===== src/rtl/pwr_irq_aggr.sv =====
module pwr_irq_aggr #(
  parameter int ADDR_W = 16,
  parameter int DATA_W = 16,
  parameter int SEC_W  = 3,
  parameter int PRI_W  = 2,
  parameter logic [ADDR_W-1:0] A_PRI_STAT = 16'h4010,
  parameter logic [ADDR_W-1:0] A_SEC_STAT = 16'h4012,
  parameter logic [ADDR_W-1:0] A_PRI_MASK = 16'h4018,
  parameter logic [ADDR_W-1:0] A_SEC_MASK = 16'h401A
) (
  input  logic              clk,
  input  logic              rst_n,
  input  logic [SEC_W-1:0]  evt,
  input  logic [PRI_W-2:0]  pri_aux,
  input  logic [ADDR_W-1:0] addr,
  input  logic              wr_en,
  input  logic [DATA_W-1:0] wdata,
  output logic [DATA_W-1:0] rdata,
  output logic              irq
);
  logic [SEC_W-1:0] evt_q, sec_stat, sec_mask;
  logic [PRI_W-1:0] pri_mask, pri_stat;

  wire sel_pstat = addr == A_PRI_STAT;
  wire sel_sstat = addr == A_SEC_STAT;
  wire sel_pmask = addr == A_PRI_MASK;
  wire sel_smask = addr == A_SEC_MASK;

  wire [SEC_W-1:0] rise = evt & ~evt_q;
  wire [SEC_W-1:0] clr  = (wr_en && sel_sstat) ? wdata[SEC_W-1:0] : '0;

  logic unused_hi;
  assign unused_hi = ^wdata[DATA_W-1:SEC_W];

  always_ff @(posedge clk or negedge rst_n) begin
    if (!rst_n) begin
      evt_q    <= '0;
      sec_stat <= '0;
      sec_mask <= '1;
      pri_mask <= '1;
    end else begin
      evt_q    <= evt;
      sec_stat <= (sec_stat & ~clr) | rise;
      if (wr_en && sel_smask) sec_mask <= wdata[SEC_W-1:0];
      if (wr_en && sel_pmask) pri_mask <= wdata[PRI_W-1:0];
    end
  end

  assign pri_stat = {pri_aux, |(sec_stat & ~sec_mask)};
  assign irq      = |(pri_stat & ~pri_mask);

  always_comb begin
    rdata = '0;
    if (sel_pstat) rdata = DATA_W'(pri_stat);
    if (sel_sstat) rdata = DATA_W'(sec_stat);
    if (sel_pmask) rdata = DATA_W'(pri_mask);
    if (sel_smask) rdata = DATA_W'(sec_mask);
  end
endmodule



===== config.mk =====
export PLATFORM = sky130hd
export DESIGN_NAME = pwr_irq_aggr
export DESIGN_NICKNAME = d
export VERILOG_FILES = /design/src/rtl/pwr_irq_aggr.sv
export SDC_FILE = /design/constraint.sdc
export NUM_CORES = 1
export LEC_CHECK = 0
export ABC_CLOCK_PERIOD_IN_PS = 2600
export CAP_MARGIN = 0
export CORE_UTILIZATION = 30
export DETAILED_ROUTE_END_ITERATION = 6
export PLACE_DENSITY = 0.71
export RECOVER_POWER = 25
export SYNTH_ARGS = -nofsm -noshare
export SYNTH_HDL_FRONTEND = slang
export SYNTH_SLANG_ARGS = --single-unit

===== constraint.sdc =====
create_clock -name clk -period 2.6 [get_ports clk]
set_input_delay 0.26 -clock clk [delete_from_list [all_inputs] [get_ports clk]]
set_output_delay 0.26 -clock clk [all_outputs]
set_load 0.005 [all_outputs]

======== Yosys cells after proc, flatten, opt, wreduce, memory -nomap -nowiden ========
Index checks and enable logic that the tools add are counted.
storage, ports and cells
  output and inout port bits .............. 17
  register bits after elaboration ......... 11
  input port bits ......................... 39
  logic and storage cells ................. 27
operators by class
  reductions and logical operators ........ 5
  bitwise operators ....................... 9
  multiplexer cells ....................... 5
  eq/ne operators ......................... 4
operators by type and width
  operator              number
  $eq 16x15->1 const B  4
  $mux 16               3
  $and 3x3->3           3
  $not 3->3             3
  $logic_and 1x1->1     3
  $mux 3                1
  $or 3x3->3            1
  $reduce_or 3->1       1
  $and 2x2->2           1
  $mux 2                1
  $not 2->2             1
  $reduce_or 2->1       1

======== Logic depth before layout (Yosys ltp) ========
  depth in word-level cells ............... 7
  depth in mapped cells ................... 4
  mapped depth without buffers ............ 4

======== Worst setup path after synthesis ========
No wires, ideal clock.
  path type ............................... register to output
  from .................................... reg sec_mask[1]
  to ...................................... out rdata[0]
  setup slack ............................. 970 ps
  path buffers ............................ 0
  stages on the path, launching flop included .. 5
  required time ........................... 2340 ps
  data arrival time ....................... 1370 ps
  cells stage by stage .................... dfstp_2 -> nand2b_1 -> o221ai_1 -> mux4_2 -> and3b_2
on the way
  word-level cells in the longest chain between the ends .. 7
RTL lines
  item                    line  text
  start, declared         21    logic [SEC_W-1:0] evt_q, sec_stat, sec_mask;
  start signal, assigned  44    if (wr_en && sel_smask) sec_mask <= wdata[SEC_W-1:0];
  $not 3->3               49    assign pri_stat = {pri_aux, |(sec_stat & ~sec_mask)};
  $and 3x3->3             49
  $reduce_or 3->1         49
  $mux 2                  54    if (sel_pstat) rdata = DATA_W'(pri_stat);
  $mux 16                 55    if (sel_sstat) rdata = DATA_W'(sec_stat);
  $mux 16                 56    if (sel_pmask) rdata = DATA_W'(pri_mask);
  $mux 16                 57    if (sel_smask) rdata = DATA_W'(sec_mask);
  end, declared           18    output logic [DATA_W-1:0] rdata,
Every way passes these cells.

======== Final worst setup path ========
Same ends and word-level chain as after synthesis.

==> impl_table.tex <==
\begin{tabular}{lr}
\hline
Metric & Value \\
\hline
\multicolumn{2}{l}{\textbf{Run status}} \\
Result of the run & finished, final reports clean \\
\multicolumn{2}{l}{\textbf{Finish}} \\
Number of nets in the layout & 139 \\
Share of layout cells above drive strength 1 & 24.2\% \\
Synthesis-to-layout area growth & 40.9\% \\
Diode count & 0 \\
Final non-filler cell area & about 1000 um2 \\
\multicolumn{2}{l}{\textbf{Synthesis}} \\
Cell types with the largest area share after synthesis & sky130\_fd\_sc\_hd\_\_dfrtp\_1 20\%, sky130\_fd\_sc\_hd\_\_dfstp\_2 18\%, sky130\_fd\_sc\_hd\_\_buf\_4 13\%, sky130\_fd\_sc\_hd\_\_mux2\_4 6.1\%, sky130\_fd\_sc\_hd\_\_mux4\_2 6.1\% \\
Cell types with the highest counts after synthesis & 13 x sky130\_fd\_sc\_hd\_\_buf\_4, 9 x sky130\_fd\_sc\_hd\_\_inv\_1, 6 x sky130\_fd\_sc\_hd\_\_dfrtp\_1, 5 x sky130\_fd\_sc\_hd\_\_dfstp\_2, 4 x sky130\_fd\_sc\_hd\_\_nand2\_1 \\
Sequential fraction of the synthesis area & 38.1\% \\
Synth unique cells & 27 \\
Synthesized flop and latch total & 11 \\
Number of instances in the synthesized netlist & between 60 and 70 \\
Most common flop cell mapped by yosys & sky130\_fd\_sc\_hd\_\_dfrtp\_1 \\
Syn avg cell area & between 10 and 15 um2 \\
Most frequent cell after synthesis & sky130\_fd\_sc\_hd\_\_buf\_4 \\
Cell taking the most area after synthesis & sky130\_fd\_sc\_hd\_\_dfrtp\_1 \\
YS warnings & 0 \\
Area share of the largest cell type after synthesis & 20.3\% \\
Number of enable-type register cells in the synthesized netlist & 0 \\
Share of flip-flops with an asynchronous set or reset & 100\% \\
Syn Std Cell Area & around 740 um2 \\
\multicolumn{2}{l}{\textbf{Global route}} \\
Pin count of the biggest net entering global routing & 12 \\
Leftover overflow at the end of global routing & 0 \\
Antenna violations before repair & 0 \\
Global-route wire length before repair & between 2000 and 2500 um \\
Vias in the first global route & between 500 and 600 \\
Overall fraction of global-route tracks in use & a little under an eighth \\
\multicolumn{2}{l}{\textbf{STA}} \\
Fin Setup TNS & 0 ns \\
RSZ-0062 raised after global routing & no \\
Clock skew after layout & approximately 0.00017 ns \\
Number of max-slew violations in the final report & 0 \\
Finish-stage setup viols & 0 \\
Shortest clock period the worst path allows after layout & about 2.4 ns \\
Hold violation total from the final report & 0 \\
Highest Clock Rate & 410 MHz \\
Final Hold Slack & 0.393 ns \\
Worst-case headroom to the max-slew limit & about two thirds \\
Actual slew at the worst max-slew pin & around 0.5 ns \\
Final period utilization & a little over nine tenths \\
\multicolumn{2}{l}{\textbf{Drt}} \\
Remaining antenna violation count after routing & 0 \\
Total via count in the routed design & approximately 580 \\
Iteration-0 DRC count of the detailed router & 6 \\
Count of TritonRoute iterations in the first routing pass & 5 \\
Wire length reported by the detailed router & between 1000 and 1500 um \\
Via-per-instance ratio & 4.53 \\
Routed wirelength normalized by instance count & roughly 11 um \\
Residual DRC & 0 \\
\multicolumn{2}{l}{\textbf{Setup path}} \\
Critical Path AT & around 2.2 ns \\
Capture point of the worst reg-to-reg path & sec\_stat[1] \\
Worst path max stage delay & $\sim$0.54 ns \\
Kind of critical path & reg -> out \\
Ordered list of cells on the worst path & nand2b\_1 > o221ai\_1 > mux4\_2 > and3b\_2 > clkdlybuf4s50\_1 \\
Register-to-Register Setup Slack & $\sim$1.9 ns \\
Data required time at the worst endpoint & around 2.3 ns \\
Slowest cell on crit path & sky130\_fd\_sc\_hd\_\_dfstp\_2 \\
CP Launch Type & flip-flop \\
CP Capture Type & primary output \\
Maximum fanout count along the critical path & 3 \\
Startpoint of the worst-slack reg-to-reg timing path & sec\_stat[1] \\
Count of cells along the worst register-to-register path & 2 \\
\multicolumn{2}{l}{\textbf{Pwr}} \\
Power density over the cells & approximately 340 nW/um2 \\
Clock network fraction of design power & approximately a third \\
Leakage Power & between 0.4 and 0.5 nW \\
Share of total power in combinational logic & between 10\% and 20\% \\
Net switching fraction of the power & roughly a quarter \\
Int Pwr & approximately 270 uW \\
Worst vdd ir & about 0.22 mV \\
Portion of total power attributed to sequential cells & roughly half \\
NetSw & approximately 83 uW \\
\multicolumn{2}{l}{\textbf{Floorplan}} \\
Total Die Area & $\sim$2700 um2 \\
Y dimension of the die & just over 50 um \\
Area of the core region & 2280 um2 \\
X dimension of the die & 51.6 um \\
Rows & 17 \\
Effective utilization at floorplan & around 32\% \\
IO Pins & 56 \\
\multicolumn{2}{l}{\textbf{CTS}} \\
Clock latency on the worst-skew pair & between 0.2 and 0.3 ns \\
Sink Count & 11 \\
Clock buffers created by TritonCTS & 3 \\
CTS-repair resized insts & 0 \\
CTS Buffer Depth & 2 \\
Clock slew seen by the registers of the worst setup and hold paths & 0.07 ns \\
Clock tree from TritonCTS & yes \\
Setup repair bufs after CTS & 0 \\
Clock Root Buffer & sky130\_fd\_sc\_hd\_\_clkbuf\_4 \\
H-tree lvl count & 1 \\
CTS Hold Bufs & 0 \\
\multicolumn{2}{l}{\textbf{Placed design}} \\
RD Place Congestion & between 0.7 and 0.8 \\
Total cell area at the placement stage & roughly 1000 um2 \\
Port-buffer cells & 29 \\
DP Wirelength & roughly 1200 um \\
\multicolumn{2}{l}{\textbf{Run}} \\
Count of maximum capacitance violations & 0 \\
\multicolumn{2}{l}{\textbf{Worst hold path}} \\
Path category of the worst min-delay check & in -> async \\
\hline
\end{tabular}
## state kept, by name, indices dropped and copies added (netlist names)
signal,flops
pri_mask,2
evt_q,3
sec_mask,3
sec_stat,3
## worst max path at each step
stage                      from       end  cells after the start
floorplan           sec_mask[1]  rdata[0]                      4
global placement        addr[1]  rdata[1]                      4
detailed placement     addr[13]  rdata[2]                      5
CTS                 sec_mask[1]  rdata[0]                      5
global route        sec_mask[1]  rdata[0]                      5
finish              sec_mask[1]  rdata[0]                      5
## power by group through the flow
| stage | Clock (mW) | Combinational [mW] | Sequential, mW |
|---|---|---|---|
| after floorplan | 0 | 0.0316 | 0.177 |
| after global placement | 0 | 0.0664 | 0.177 |
| after detailed placement | 0 | 0.0668 | 0.177 |
| after CTS | 0.122 | 0.0672 | 0.174 |
| after global routing | 0.132 | 0.0718 | 0.175 |
| final | 0.117 | 0.0654 | 0.174 |
## worst max-delay path: cells and delay by family, from the launching register on
| family | cells | cell delay, ns |
|---|---|---|
| mux | 1 | 0.47 |
| simple gates | 2 | 0.31 |
| flops | 1 | 0.54 |
| compound gates | 1 | 0.15 |
| buf+inv | 1 | 0.43 |
## per-layer routing
layer / GRT usage, % / up-vias / wire (um)
met4: 8.11 / 0 / 15
met3: 1.75 / 4 / 101
met5: 0 / - / 0
li1: - / 274 / -
met1: 11.8 / 260 / 580
met2: 22.1 / 37 / 745
## through the flow
step	total power, mW	cells	util [%]	setup slack (ns)
2_1_floorplan	0.209	79	-	0.970
3_3_place_gp	0.244	123	44.6	0.355
3_5_place_dp	0.244	123	44.6	0.340
4_1_cts	0.364	127	45.8	0.140
5_1_grt	0.378	127	45.8	0.0629
6_report	0.357	127	45.8	0.161
## area by class of cell
type / instances / area (um2)
multi-input combinational: 45 / 368
inverter: 9 / 33.8
clock buffer: 4 / 26.3
timing repair buffer: 30 / 298
tap: 28 / 35.0
sequential: 11 / 282
fill: 227 / 1230
## cell usage in the layout (no fill, tap or decap), drive strengths merged, types with 2 or more instances in the layout
cell type      synthesis  layout
nand2                  4       4
and3b                  2       2
nor4b                  2       2
mux2                   5       5
dfrtp                  6       6
dfstp                  5       5
dlygate4sd3            0       4
nor4                   3       3
o22ai                  2       2
clkbuf                 1       4
conb                   1      13
inv                    9       9
mux4                   2       2
clkdlybuf4s50          0      25
or4                    2       2
## logic make-up after synthesis
logic type,after synthesis,synth area share (%)
flip-flops,11,38.1
multiplexers,8,16.6
AO/OA/AOI/OAI,6,5.92
buffers and inverters,23,18.3
other,1,0.507
AND/OR/NAND/NOR,18,20.6
Note: power is estimated with default switching activity, not from simulation.
